===== src/rtl/irq_seq_pkg.sv =====
package irq_seq_pkg;
    parameter int unsigned WORD_W = 16;
    parameter int unsigned VEC_W  = 8;

    typedef enum logic [3:0] {
        S_IDLE, S_PSS, S_PSP, S_PFL, S_CLR, S_PCS, S_PIP, S_PERR, S_VEC,
        S_RIP, S_RCS, S_RFL, S_RSP, S_RSS
    } seq_st_e;

    typedef struct packed {
        seq_st_e             st;
        logic [WORD_W-1:0]   cs;
        logic [WORD_W-1:0]   ip;
        logic [WORD_W-1:0]   ss;
        logic [WORD_W-1:0]   sp;
        logic [WORD_W-1:0]   fl;
        logic [WORD_W-1:0]   hold;
        logic [WORD_W-1:0]   err;
        logic [VEC_W-1:0]    vec;
        logic                has_err;
    } seq_regs_t;
endpackage


===== src/rtl/irq_pick.sv =====
module irq_pick
    import irq_seq_pkg::*;
#(
    parameter logic [VEC_W-1:0] NMI_VEC = 8'd2
) (
    input  logic             mreq,
    input  logic             if_en,
    input  logic [VEC_W-1:0] int_vec,
    input  logic             nmreq,
    input  logic             exc_req,
    input  logic [VEC_W-1:0] exc_vec,
    input  logic             exc_err_en,
    input  logic             ret_req,
    output logic             take,
    output logic             is_ret,
    output logic [VEC_W-1:0] vec,
    output logic             has_err
);
    logic mask_ok;

    always_comb begin
        mask_ok = mreq && if_en;
        take    = exc_req || nmreq || mask_ok;
        is_ret  = ret_req && !take;
        has_err = exc_req && exc_err_en;
        if (exc_req)    vec = exc_vec;
        else if (nmreq) vec = NMI_VEC;
        else            vec = int_vec;
    end
endmodule


===== src/rtl/irq_seg_addr.sv =====
module irq_seg_addr #(
    parameter int unsigned W     = 16,
    parameter int unsigned SHIFT = 4,
    localparam int unsigned AW   = W + SHIFT
) (
    input  logic [W-1:0]  seg,
    input  logic [W-1:0]  off,
    output logic [AW-1:0] phys
);
    assign phys = {seg, {SHIFT{1'b0}}} + AW'(off);
endmodule


===== src/rtl/irq_seq.sv =====
module irq_seq
    import irq_seq_pkg::*;
#(
    parameter int unsigned       SEG_SHIFT = 4,
    parameter int unsigned       IF_BIT    = 9,
    parameter int unsigned       TF_BIT    = 8,
    parameter logic [VEC_W-1:0]  NMI_VEC   = 8'd2,
    parameter logic [WORD_W-1:0] RST_CS    = 16'hF000,
    parameter logic [WORD_W-1:0] RST_IP    = 16'h0000,
    parameter logic [WORD_W-1:0] RST_SS    = 16'h0000,
    parameter logic [WORD_W-1:0] RST_SP    = 16'h0400,
    parameter logic [WORD_W-1:0] RST_FL    = 16'h0202,
    localparam int unsigned ST_AW = WORD_W + SEG_SHIFT,
    localparam int unsigned VT_AW = VEC_W + 2
) (
    input  logic                clk,
    input  logic                rst_n,
    input  logic                mreq,
    input  logic [VEC_W-1:0]    int_vec,
    input  logic                nmreq,
    input  logic                exc_req,
    input  logic [VEC_W-1:0]    exc_vec,
    input  logic                exc_err_en,
    input  logic [WORD_W-1:0]   exc_err,
    input  logic                ret_req,
    output logic                stk_wr,
    output logic                stk_rd,
    output logic [ST_AW-1:0]    stk_addr,
    output logic [WORD_W-1:0]   stk_wdata,
    input  logic [WORD_W-1:0]   stk_rdata,
    output logic                vt_rd,
    output logic [VT_AW-1:0]    vt_addr,
    input  logic [2*WORD_W-1:0] vt_rdata,
    output logic [WORD_W-1:0]   cs,
    output logic [WORD_W-1:0]   ip,
    output logic [WORD_W-1:0]   ss,
    output logic [WORD_W-1:0]   sp,
    output logic [WORD_W-1:0]   flags,
    output logic                busy
);
    localparam logic [WORD_W-1:0] STEP = WORD_W'(2);

    seq_regs_t r_q, r_d;

    logic             take, is_ret, pick_err;
    logic [VEC_W-1:0] pick_vec;
    logic [WORD_W-1:0] sp_dn, sp_up, stk_off;
    logic             pushing;

    irq_pick #(.NMI_VEC(NMI_VEC)) u_pick (
        .mreq      (mreq),
        .if_en     (r_q.fl[IF_BIT]),
        .int_vec   (int_vec),
        .nmreq     (nmreq),
        .exc_req   (exc_req),
        .exc_vec   (exc_vec),
        .exc_err_en(exc_err_en),
        .ret_req   (ret_req),
        .take      (take),
        .is_ret    (is_ret),
        .vec       (pick_vec),
        .has_err   (pick_err)
    );

    assign sp_dn   = r_q.sp - STEP;
    assign sp_up   = r_q.sp + STEP;
    assign pushing = r_q.st inside {S_PSS, S_PSP, S_PFL, S_PCS, S_PIP, S_PERR};
    assign stk_off = pushing ? sp_dn : r_q.sp;

    irq_seg_addr #(.W(WORD_W), .SHIFT(SEG_SHIFT)) u_stk_addr (
        .seg (r_q.ss),
        .off (stk_off),
        .phys(stk_addr)
    );

    always_comb begin
        r_d       = r_q;
        stk_wr    = pushing;
        stk_rd    = 1'b0;
        stk_wdata = '0;
        vt_rd     = 1'b0;
        if (pushing) r_d.sp = sp_dn;
        unique case (r_q.st)
            S_IDLE: begin
                if (take) begin
                    r_d.st      = S_PSS;
                    r_d.hold    = r_q.sp;
                    r_d.vec     = pick_vec;
                    r_d.has_err = pick_err;
                    r_d.err     = exc_err;
                end else if (is_ret) begin
                    r_d.st = S_RIP;
                end
            end
            S_PSS: begin stk_wdata = r_q.ss;   r_d.st = S_PSP; end
            S_PSP: begin stk_wdata = r_q.hold; r_d.st = S_PFL; end
            S_PFL: begin stk_wdata = r_q.fl;   r_d.st = S_CLR; end
            S_CLR: begin
                r_d.fl[IF_BIT] = 1'b0;
                r_d.fl[TF_BIT] = 1'b0;
                r_d.st         = S_PCS;
            end
            S_PCS: begin stk_wdata = r_q.cs; r_d.st = S_PIP; end
            S_PIP: begin
                stk_wdata = r_q.ip;
                r_d.st    = r_q.has_err ? S_PERR : S_VEC;
            end
            S_PERR: begin stk_wdata = r_q.err; r_d.st = S_VEC; end
            S_VEC: begin
                vt_rd  = 1'b1;
                r_d.ip = vt_rdata[WORD_W-1:0];
                r_d.cs = vt_rdata[2*WORD_W-1:WORD_W];
                r_d.st = S_IDLE;
            end
            S_RIP: begin stk_rd = 1'b1; r_d.ip = stk_rdata; r_d.sp = sp_up; r_d.st = S_RCS; end
            S_RCS: begin stk_rd = 1'b1; r_d.cs = stk_rdata; r_d.sp = sp_up; r_d.st = S_RFL; end
            S_RFL: begin stk_rd = 1'b1; r_d.fl = stk_rdata; r_d.sp = sp_up; r_d.st = S_RSP; end
            S_RSP: begin stk_rd = 1'b1; r_d.hold = stk_rdata; r_d.sp = sp_up; r_d.st = S_RSS; end
            S_RSS: begin
                stk_rd = 1'b1;
                r_d.ss = stk_rdata;
                r_d.sp = r_q.hold;
                r_d.st = S_IDLE;
            end
            default: r_d.st = S_IDLE;
        endcase
    end

    always_ff @(posedge clk or negedge rst_n) begin
        if (!rst_n) begin
            r_q <= '{st: S_IDLE, cs: RST_CS, ip: RST_IP, ss: RST_SS, sp: RST_SP,
                     fl: RST_FL, hold: '0, err: '0, vec: '0, has_err: 1'b0};
        end else begin
            r_q <= r_d;
        end
    end

    assign vt_addr = {r_q.vec, 2'b00};
    assign cs      = r_q.cs;
    assign ip      = r_q.ip;
    assign ss      = r_q.ss;
    assign sp      = r_q.sp;
    assign flags   = r_q.fl;
    assign busy    = (r_q.st != S_IDLE);
endmodule


===== config.mk =====
export PLATFORM = sky130hd
export DESIGN_NAME = irq_seq
export DESIGN_NICKNAME = d
export VERILOG_FILES = /design/src/rtl/irq_seq_pkg.sv /design/src/rtl/irq_pick.sv /design/src/rtl/irq_seg_addr.sv /design/src/rtl/irq_seq.sv
export SDC_FILE = /design/constraint.sdc
export NUM_CORES = 1
export LEC_CHECK = 0
export ABC_AREA = 1
export BUFFER_PORTS_ARGS = -buffer_cell sky130_fd_sc_hd__buf_2
export CAP_MARGIN = 20
export CORE_MARGIN = 2
export CORE_UTILIZATION = 35
export CTS_BUF_LIST = sky130_fd_sc_hd__clkbuf_4 sky130_fd_sc_hd__clkbuf_8
export CTS_CLUSTER_DIAMETER = 100
export CTS_CLUSTER_SIZE = 10
export DETAILED_ROUTE_END_ITERATION = 7
export GPL_ROUTABILITY_DRIVEN = 0
export PLACE_DENSITY = 0.68
export SYNTH_ARGS = -nofsm -noshare
export SYNTH_HDL_FRONTEND = slang
export SYNTH_SLANG_ARGS = --single-unit

===== constraint.sdc =====
create_clock -name clk -period 4.6 [get_ports clk]
set_clock_uncertainty 0.15 [all_clocks]
set_input_delay 0.92 -clock clk [delete_from_list [all_inputs] [get_ports clk]]
set_output_delay 0.92 -clock clk [all_outputs]
set_load 0.05 [all_outputs]

### Word level (Yosys, flattened, before mapping)

Cells that the tools add are included.

| operators by class | value |
|---|---|
| add/sub/neg operators | 3 |
| equality and inequality tests | 15 |
| muxes and demuxes | 16 |
| reductions and logical operators | 17 |

Operators with widths:

| cell | count |
|---|---|
| one-hot mux 16 bit (2 select lines) | 4 |
| one-hot mux 16 bit (6 select lines) | 1 |
| one-hot mux 4 bit (12 select lines) | 1 |
| 2-to-1 mux 41 bit | 1 |
| equality test 4 bit (second input constant) | 6 |
| adder 20 x 16 -> 20 bit | 1 |
| adder 16 x 2 -> 16 bit (second input constant) | 1 |
| equality test 4 x 3 -> 1 bit (second input constant) | 4 |
| 2-to-1 mux 16 bit | 1 |
| 2-to-1 mux 8 bit | 2 |
| subtractor 16 x 2 -> 16 bit (second input constant) | 1 |
| 2-to-1 mux 4 bit | 3 |
| equality test 4 x 2 -> 1 bit (second input constant) | 2 |
| nonzero test 2 bit | 4 |
| nonzero test 6 bit | 1 |
| OR reduction 5 bit | 1 |
| equality test 4 x 1 -> 1 bit (second input constant) | 1 |
| zero test 4 bit | 1 |
| one-hot mux 2 bit (2 select lines) | 1 |
| AND reduction 2 bit | 2 |
| nonzero test 4 bit | 1 |
| OR reduction 4 bit | 1 |
| logical AND 1 bit | 3 |
| inequality test 3 bit (second input constant) | 1 |
| other kinds (4) | 6 |

| word-level totals | value |
|---|---|
| register bits | 125 |
| bits of input ports | 87 |
| logic and storage cells | 62 |

### Longest topological paths before layout

Gate-level depths: netlist (run 1).

| logic depth | value |
|---|---|
| depth after elaboration | 7 |
| gate-level depth with buffers | 17 |
| gate-level depth less buffers | 17 |

### By module

Synthesis (run 1) repeated with hierarchy kept, for this count alone.

| second synthesis, totals | value |
|---|---|
| cell total of the unflattened synthesis | 1163 |
| area total of the unflattened synthesis | 8241.7 µm² |

Modules (own cells, without submodules):

| module | times used | cells each | area each (µm²) | sequential area each (µm²) |
|---|---|---|---|---|
| irq_seq | 1 | 963 | 7238.2 | 3136.8 |
| irq_seg_addr | 1 | 168 | 862.1 | 0.0 |
| irq_pick | 1 | 32 | 141.4 | 0.0 |

### Worst setup path before layout (run 1)

No wires, ideal clock.

| timing path | value |
|---|---|
| kind | flip-flop to output port |
| start point | register r_q[121] (netlist name) |
| end point | output stk_addr[12] |
| data arrival time | 3023 ps |
| path slack | 507 ps |
| stages on the path, launching flop included | 13 |
| path buffers | 0 |
| cells stage by stage | dfrtp_1 inv_2 nand2_1 nand2_2 nor2_1 nand2_1 nand2_1 ha_1 inv_1 fa_1 o21ai_0 a21oi_1 xnor2_1 |

| between the ends | value |
|---|---|
| longest elaborated chain between the ends | 4 |
| elaborated cells between the ends (all ways) | 9 |
| those cells by class | add/sub (1); eq/ne (6); mux (1); reduce/logical (1) |

Ends and longest elaborated chain:

| element | RTL line | source |
|---|---|---|
| start: declaration | irq_seq.sv:43 | `seq_regs_t r_q, r_d;` |
| start signal: assignment | irq_seq.sv:131 | `r_q <= '{st: S_IDLE, cs: RST_CS, ip: RST_IP, ss: RST_SS, sp: RST_SP,` |
| start signal: assignment | irq_seq.sv:134 | `r_q <= r_d;` |
| equality test 4 x 1 -> 1 bit, or another cell as far along | irq_seq.sv:67 | `assign pushing = r_q.st inside {S_PSS, S_PSP, S_PFL, S_PCS, S_PIP, S_PERR};` |
| nonzero test 6 bit (*) | irq_seq.sv:67 |  |
| 2-to-1 mux 16 bit (*) | n/a |  |
| adder 20 x 16 -> 20 bit (*) | irq_seg_addr.sv:10 | `assign phys = {seg, {SHIFT{1'b0}}} + AW'(off);` |
| end: declaration | irq_seq.sv:28 | `output logic [ST_AW-1:0] stk_addr,` |

Every way passes the cells marked *; elsewhere a longest branch is shown, timed or not.

### Final worst setup path (run 1)

| timing path | value |
|---|---|
| start point | register r_q (netlist bit sp[1]) |
| end point | output stk_addr[16] |

| between the ends | value |
|---|---|
| longest elaborated chain between the ends | 3 |

Ends and longest elaborated chain:

| element | RTL line | source |
|---|---|---|
| subtractor 16 x 2 -> 16 bit | irq_seq.sv:65 | `assign sp_dn = r_q.sp - STEP;` |
| 2-to-1 mux 16 bit (*) | n/a |  |
| adder 20 x 16 -> 20 bit (*) | irq_seg_addr.sv:10 |  |

Marked as above.

==> impl_metrics.csv, run 1 <==
group,metric,value,unit
outcome,status,"completed",
cts,cts_root_buf,"clkbuf_8",
drt,drt_iter0_drc,796,
grt,grt_remaining_overflow,0,
drt,via_per_inst,5.09,
logic_synthesis,synth_cell_types,40,
sta,slew_violations,0,
floorplan,die_y,157,um
floorplan,start_util,35.9,%
sta,hold_violations,0,
cells_and_area,drive_above_1_share,24.7,%
sta,worst_pin_slew,0.889,ns
grt,grt_pass1_vias,7525,
cts,cts-buffers-inserted,17,
sta,finalSetupTns,0,ns
sta,hold_ws,0.350,ns
job,cap_violations,0,
floorplan,io_pins,217,
cts,clock_sinks,125,
logic_synthesis,synth_seq_cells,125,
drt,vias,7936,
placed_design,dp_hpwl,21500,um
drt,routedWlPerCell,18.0,um
cells_and_area,register_area,3140,um^2
logic_synthesis,yosysTopAreaCell,"dfrtp_1",
sta,finalCriticalPeriod,4.38,ns
cts,clock_path_buffers,2,
cts,postCtsHoldBufs,0,
placed_design,io_buffers,214,
logic_synthesis,avgSynthCellArea,7.31,um^2
sta,rsz0062_at_grt,"false",
hold_path,hold_start,"r_q[9]$_DFFE_PN0P_",
logic_synthesis,synth_edf_count,0,
logic_synthesis,synth_area_leaders,"dfrtp_1, nand2_1, buf_4, o21ai_0, inv_1",
cells_and_area,fillCellCount,2380,
floorplan,coreArea,22800,um^2
setup_path,cpPeakStageDelay,0.46,ns
setup_path,crit_fanout,7,
setup_path,crit_arrival,3.31,ns
logic_synthesis,synthSimpleGateAreaFrac,23.9,%
setup_path,r2r_end,"r_q[36]$_DFFE_PN0P_",
logic_synthesis,synth_mux_area_share,2.06,%
cts,clk_latency,0.46,ns
drt,detail-route-antenna-nets,0,
cts,clk_pin_slew,0.08,ns
drt,drtPass1Iterations,5,
floorplan,num_rows,55,
cells_and_area,post-route-util,41.0,%
setup_path,crit_chain,"inv_2 > ha_1 > inv_1 > nor2_1 > nand2_1 > nand2_1 > nand2_1 > a21boi_0 > ha_1 > a21oi_1 > o21a_1 > nand4_1 > nand2_1 > buf_2",
cts,cts_tree,"yes",
floorplan,dieArea,24600,um^2
sta,final.period_utilization,95.3,%
grt,grt_max_degree,62,
sta,finalSetupViolCount,0,
logic_synthesis,synth-compound-area-share,15.2,%
logic_synthesis,seq_area_frac_synth,38.3,%
logic_synthesis,synthArstFlopShare,100,%
setup_path,start_kind,"flop",
drt,routed_wl,28100,um
setup_path,crit_type,"reg2out",
logic_synthesis,synth-xor-area-share,1.61,%
setup_path,cp.required,3.53,ns
sta,slew_headroom,40.7,%
hold_path,min_path_type,"reg2reg",
logic_synthesis,synthAdderAreaFrac,2.54,%
drt,post-route-drc-count,0,
setup_path,cp-end-kind,"primary output",
logic_synthesis,synthesis.instances,1119,
logic_synthesis,yosysWarnings,0,
setup_path,r2r_start,"flags[9]$_DFFE_PN1P_",
setup_path,reg2regPathDepth,6,
grt,grt.total_usage,22.8,%
cts,cts-htree-levels,4,
setup_path,crit_slowest_cell,"dfrtp_1",
logic_synthesis,synth_top_area_share,36.1,%
hold_path,hold-path-endpoint,"r_q[9]$_DFFE_PN0P_",
floorplan,fp.dieW,157,um
grt,grt_pass1_wl,42300,um
setup_path,reg2reg_slack,1.71,ns
logic_synthesis,synthFlopType,"dfrtp_1",
cells_and_area,fin_nets,1332,
logic_synthesis,synth_top_family_by_area,"simple AND/OR/NAND/NOR gates",
setup_path,cp_common_cell,"nand2_1",
cells_and_area,multi_input_area,3750,um^2
grt,antenna_found_initial,2,
hold_path,holdPathStages,2,
cells_and_area,area_growth_syn_to_layout,14.0,%
logic_synthesis,syn-cell-area,8180,um^2
sta,fmax,0.228,GHz
-- placed cells by master, fill, tap and decap left out, drive strengths merged, types with 4 or more instances in the layout --
cell type / Yosys / layout
bufinv: 0 / 4
o21ai: 96 / 96
o22ai: 32 / 32
clkinv: 2 / 6
dfstp: 7 / 7
mux2: 15 / 15
ha: 15 / 15
buf: 116 / 220
nor2: 90 / 90
nand4: 15 / 15
a21oi: 71 / 71
a22oi: 8 / 8
inv: 111 / 112
nand2: 307 / 307
dfrtp: 118 / 118
nand3: 59 / 59
xor2: 12 / 12
clkbuf: 18 / 23
o221ai: 4 / 4
clkinvlp: 0 / 4
-- worst max-delay path by stage --
stage | from | end | slack (ns) | cells after the start
final | sp[1]$_DFF_PN0_ | stk_addr[16] | 0.22 | 14
after global routing | sp[5]$_DFF_PN0_ | stk_addr[18] | 0.06 | 14
after CTS | r_q[122]$_DFFE_PN0P_ | stk_addr[18] | 0.10 | 17
after detailed placement | r_q[122]$_DFFE_PN0P_ | stk_addr[18] | 0.44 | 17
after global placement | r_q[122]$_DFFE_PN0P_ | stk_addr[18] | 0.54 | 17
after floorplan | r_q[121]$_DFFE_PN0P_ | stk_addr[12] | 0.51 | 12
-- layout make-up --
type | instances | area share, %
clock inverters | 13 | 2.04
diodes | 3 | 0.0805
inverters | 113 | 4.57
clock buffers | 19 | 2.74
repair buffers | 224 | 12.6
flip-flops and latches | 125 | 33.6
multi-input cells | 748 | 40.2
well taps | 313 | 4.20
-- cells in the mapped netlist (all sizes together) (4+ instances only) --
cell	count
a22oi	8
nand2	307
a21oi	71
o221ai	4
nand4	15
o21ai	96
inv	111
dfrtp	118
buf	116
clkbuf	18
mux2	15
ha	15
nand3	59
o22ai	32
nor2	90
dfstp	7
xor2	12
-- layer usage --
metal  global-route usage [%]  up-vias  wire (um)
li1                         -     3775          -
met1                     30.8     3661      11800
met2                     34.6      433      12400
met3                     5.89       65       2900
met4                     9.39        2        874
met5                     2.28        -         70
-- through the flow --
stage                     setup slack [ns]  cells  area [um^2]
after floorplan                      0.507   1120         8190
after global placement               0.538   1523         8830
after detailed placement             0.440   1523         8830
after CTS                            0.104   1555         9280
after global routing                0.0563   1555         9320
final                                0.217   1558         9330
-- sequential cells by signal, summed over array words and instances (netlist names) --
register,flops
cs,16
flags,16
ip,16
r_q,37
sp,16
ss,16
vt_addr,8
-- cell families (layout without fill, tap and decap cells) --
logic type               after synthesis  after routing
AO/OA/AOI/OAI                        225            225
XOR/XNOR                              15             15
adder cells (fa/ha/maj)               16             16
buffers and inverters                247            369
flip-flops                           125            125
multiplexers                          15             15
other                                  1              5
AND/OR/NAND/NOR                      475            475
-- critical path: cells and delay by family, from the launching register on --
family	cells	cell delay [ns]
AO/OA/AOI/OAI	3	0.83
flip-flops	1	0.46
AND/OR/NAND/NOR	6	0.52
buffers and inverters	3	0.43
adder cells (fa/ha/maj)	2	0.62
-- timing repair --
item                                    CTS  global route
endpoints found under the setup margin    2             9
setup buffers                             0             0
gates resized for setup                   1            14
Power of run 1 is left out: the tool's default activity adds up to more than one toggle a clock period on the data nets, which glitch-free logic cannot reach.
==> inputs of run 2 (changes only) <==
==> constraint.sdc (replaced) <==
create_clock -name clk -period 4.6 [get_ports clk]
set_clock_uncertainty 0.15 [all_clocks]
set_input_delay 0.69 -clock clk [delete_from_list [all_inputs] [get_ports clk]]
set_output_delay 0.69 -clock clk [all_outputs]
set_load 0.05 [all_outputs]
==> run 2 against run 1 <==
  * Final area unchanged
  * Critical path depth grew 3
  * Non-clock buffer count decreased by 1
  * Via count about the same
  * Register-to-register slack better by 0.31 ns
  * Maximum frequency rose by 3.7%
  * Wire length fell by 2.0%
  * Sequential share of layout area stayed put
  * First-iteration DRC count is 2.0% lower
  * Count of clock-buffer cells in the layout up 3
  * Highest routed layer unchanged
==> impl_metrics.csv, run 2 (same netlist as run 1, synthesis figures left out) <==
group,metric,value,unit
cells_and_area,fillCellCount,2350,
sta,rsz0062_at_grt,"false",
cells_and_area,layout_common_cells,"nand2_1, buf_2, dfrtp_1, inv_1",
cells_and_area,drive_above_1_share,24.1,%
cts,cts-buffers-inserted,17,
sta,final.period_utilization,91.9,%
sta,finalSetupTns,0,ns
setup_path,crit_slowest_cell,"dfrtp_1",
drt,routedWlPerCell,17.7,um
setup_path,start_kind,"flop",
setup_path,path_delay_family,"simple AND/OR/NAND/NOR gates",
grt,grt.total_usage,22.4,%
cells_and_area,area_growth_syn_to_layout,14.0,%
drt,post-route-drc-count,0,
grt,grt_pass1_wl,41700,um
cts,cts-htree-levels,4,
setup_path,crit_buf_inv,3,
floorplan,io_pins,217,
cells_and_area,register_area,3140,um^2
cts,cts_root_buf,"clkbuf_8",
outcome,status,"completed",
setup_path,cp_common_cell,"nand2_1",
sta,finalCriticalPeriod,4.23,ns
floorplan,num_rows,55,
cts,clock_path_buffers,2,
cts,clock_sinks,125,
grt,grt_remaining_overflow,0,
cells_and_area,largest_register_ffs,37,
cts,clk_latency,0.45,ns
cells_and_area,multi_input_area,3720,um^2
setup_path,cp.required,3.76,ns
cells_and_area,top_register,"r_q",
cts,cts_tree,"yes",
setup_path,crit_chain,"inv_1 > nand2_1 > nand2_2 > nor2_1 > nand2_1 > nand2_1 > ha_1 > inv_1 > fa_1 > o21ai_2 > nand2_1 > nand2_1 > nand2_1 > nand2_1 > nand2_1 > nand2_1 > buf_2",
job,cap_violations,0,
drt,routed_wl,27500,um
grt,grt_max_degree,77,
placed_design,dp_hpwl,21200,um
setup_path,cp-end-kind,"primary output",
drt,drtPass1Iterations,8,
drt,via_per_inst,5.10,
sta,finalSetupViolCount,0,
cells_and_area,post-route-util,41.0,%
floorplan,start_util,35.9,%
floorplan,die_y,157,um
grt,grt_pass1_vias,7408,
sta,slew_headroom,42.0,%
sta,hold_violations,0,
setup_path,crit_fanout,10,
sta,slew_violations,0,
placed_design,io_buffers,214,
setup_path,cpPeakStageDelay,0.44,ns
hold_path,min_path_type,"in2reg",
cells_and_area,mostFrequentLayoutCell,"nand2_1",
setup_path,crit_type,"reg2out",
floorplan,dieArea,24600,um^2
cells_and_area,fin_nets,1331,
drt,detail-route-antenna-nets,0,
grt,antenna_found_initial,1,
drt,drt_iter0_drc,780,
placed_design,place_area,8810,um^2
cells_and_area,final_area,9330,um^2
sta,fmax,0.237,GHz
floorplan,coreArea,22800,um^2
drt,vias,7931,
floorplan,fp.dieW,157,um
cts,post_cts_buffers,0,
sta,worst_pin_slew,0.869,ns
setup_path,crit_arrival,3.39,ns
cts,clk_pin_slew,0.08,ns
[run 2: cell count changes in the layout (fill, tap and decap cells not counted), sizes merged]
cell         previous run  this run
clkinv                  6         4
clkbuf                 23        22
buf                   220       222
clkinvlp                4         2
bufinv                  4         5
diode                   3         1
inv                   112       111
dlygate4sd3             0         1
[run 2: area by class of cell]
class | instances | share of cell area (%)
multi-input cells | 748 | 39.8
flip-flops and latches | 125 | 33.6
repair buffers | 223 | 12.6
inverters | 113 | 4.57
well taps | 313 | 4.20
clock buffers | 22 | 3.18
clock inverters | 9 | 1.96
diodes | 1 | 0.0268
[run 2: layer usage]
| layer | vias up | part of all wire [%] | global-route usage [%] |
|---|---|---|---|
| li1 | 3774 | - | - |
| met1 | 3655 | 42 | 29.7 |
| met2 | 442 | 44 | 34.5 |
| met3 | 58 | 11 | 7.27 |
| met4 | 2 | 3.0 | 7.82 |
| met5 | - | 0.047 | 0 |
[run 2: metrics by stage]
step	setup WS, ns	std cells	hold slack, ns
2_1_floorplan	0.737	1120	0.244
3_3_place_gp	0.778	1520	0.314
3_5_place_dp	0.662	1520	0.321
4_1_cts	0.169	1551	0.268
5_1_grt	0.0382	1553	0.285
6_report	0.374	1554	0.285
[run 2: final timing paths]
check,start,to,slack (ns),cells after the start
hold reg to reg,r_q[23]$_DFFE_PN0P_,r_q[23]$_DFFE_PN0P_,0.34,2
min in group asynchronous,rst_n,sp[5]$_DFF_PN0_,0.47,2
setup / recovery,r_q[122]$_DFFE_PN0P_,stk_addr[18],0.37,17
hold / removal,exc_err[0],r_q[9]$_DFFE_PN0P_,0.28,3
setup reg to reg,r_q[121]$_DFFE_PN0P_,sp[3]$_DFF_PN0_,2.02,7
max in group asynchronous,rst_n,sp[10]$_DFF_PN1_,3.20,3
[run 2: worst reg2reg max path, cell delays in order, from the launching register on]
cell and delay, ns:
dfrtp_1 0.46, nor2_4 0.24, nand2_1 0.49, o21ai_2 0.49
inv_1 0.32, a21oi_1 0.19, o21ai_0 0.10, nand3_1 0.08
[run 2: timing repair]
item,in CTS,in global routing
resized for setup,0,2
hold buffers,0,1
setup endpoints to repair,0,5
endpoints found under the hold margin,0,5
Power of run 2 is left out for the same reason.
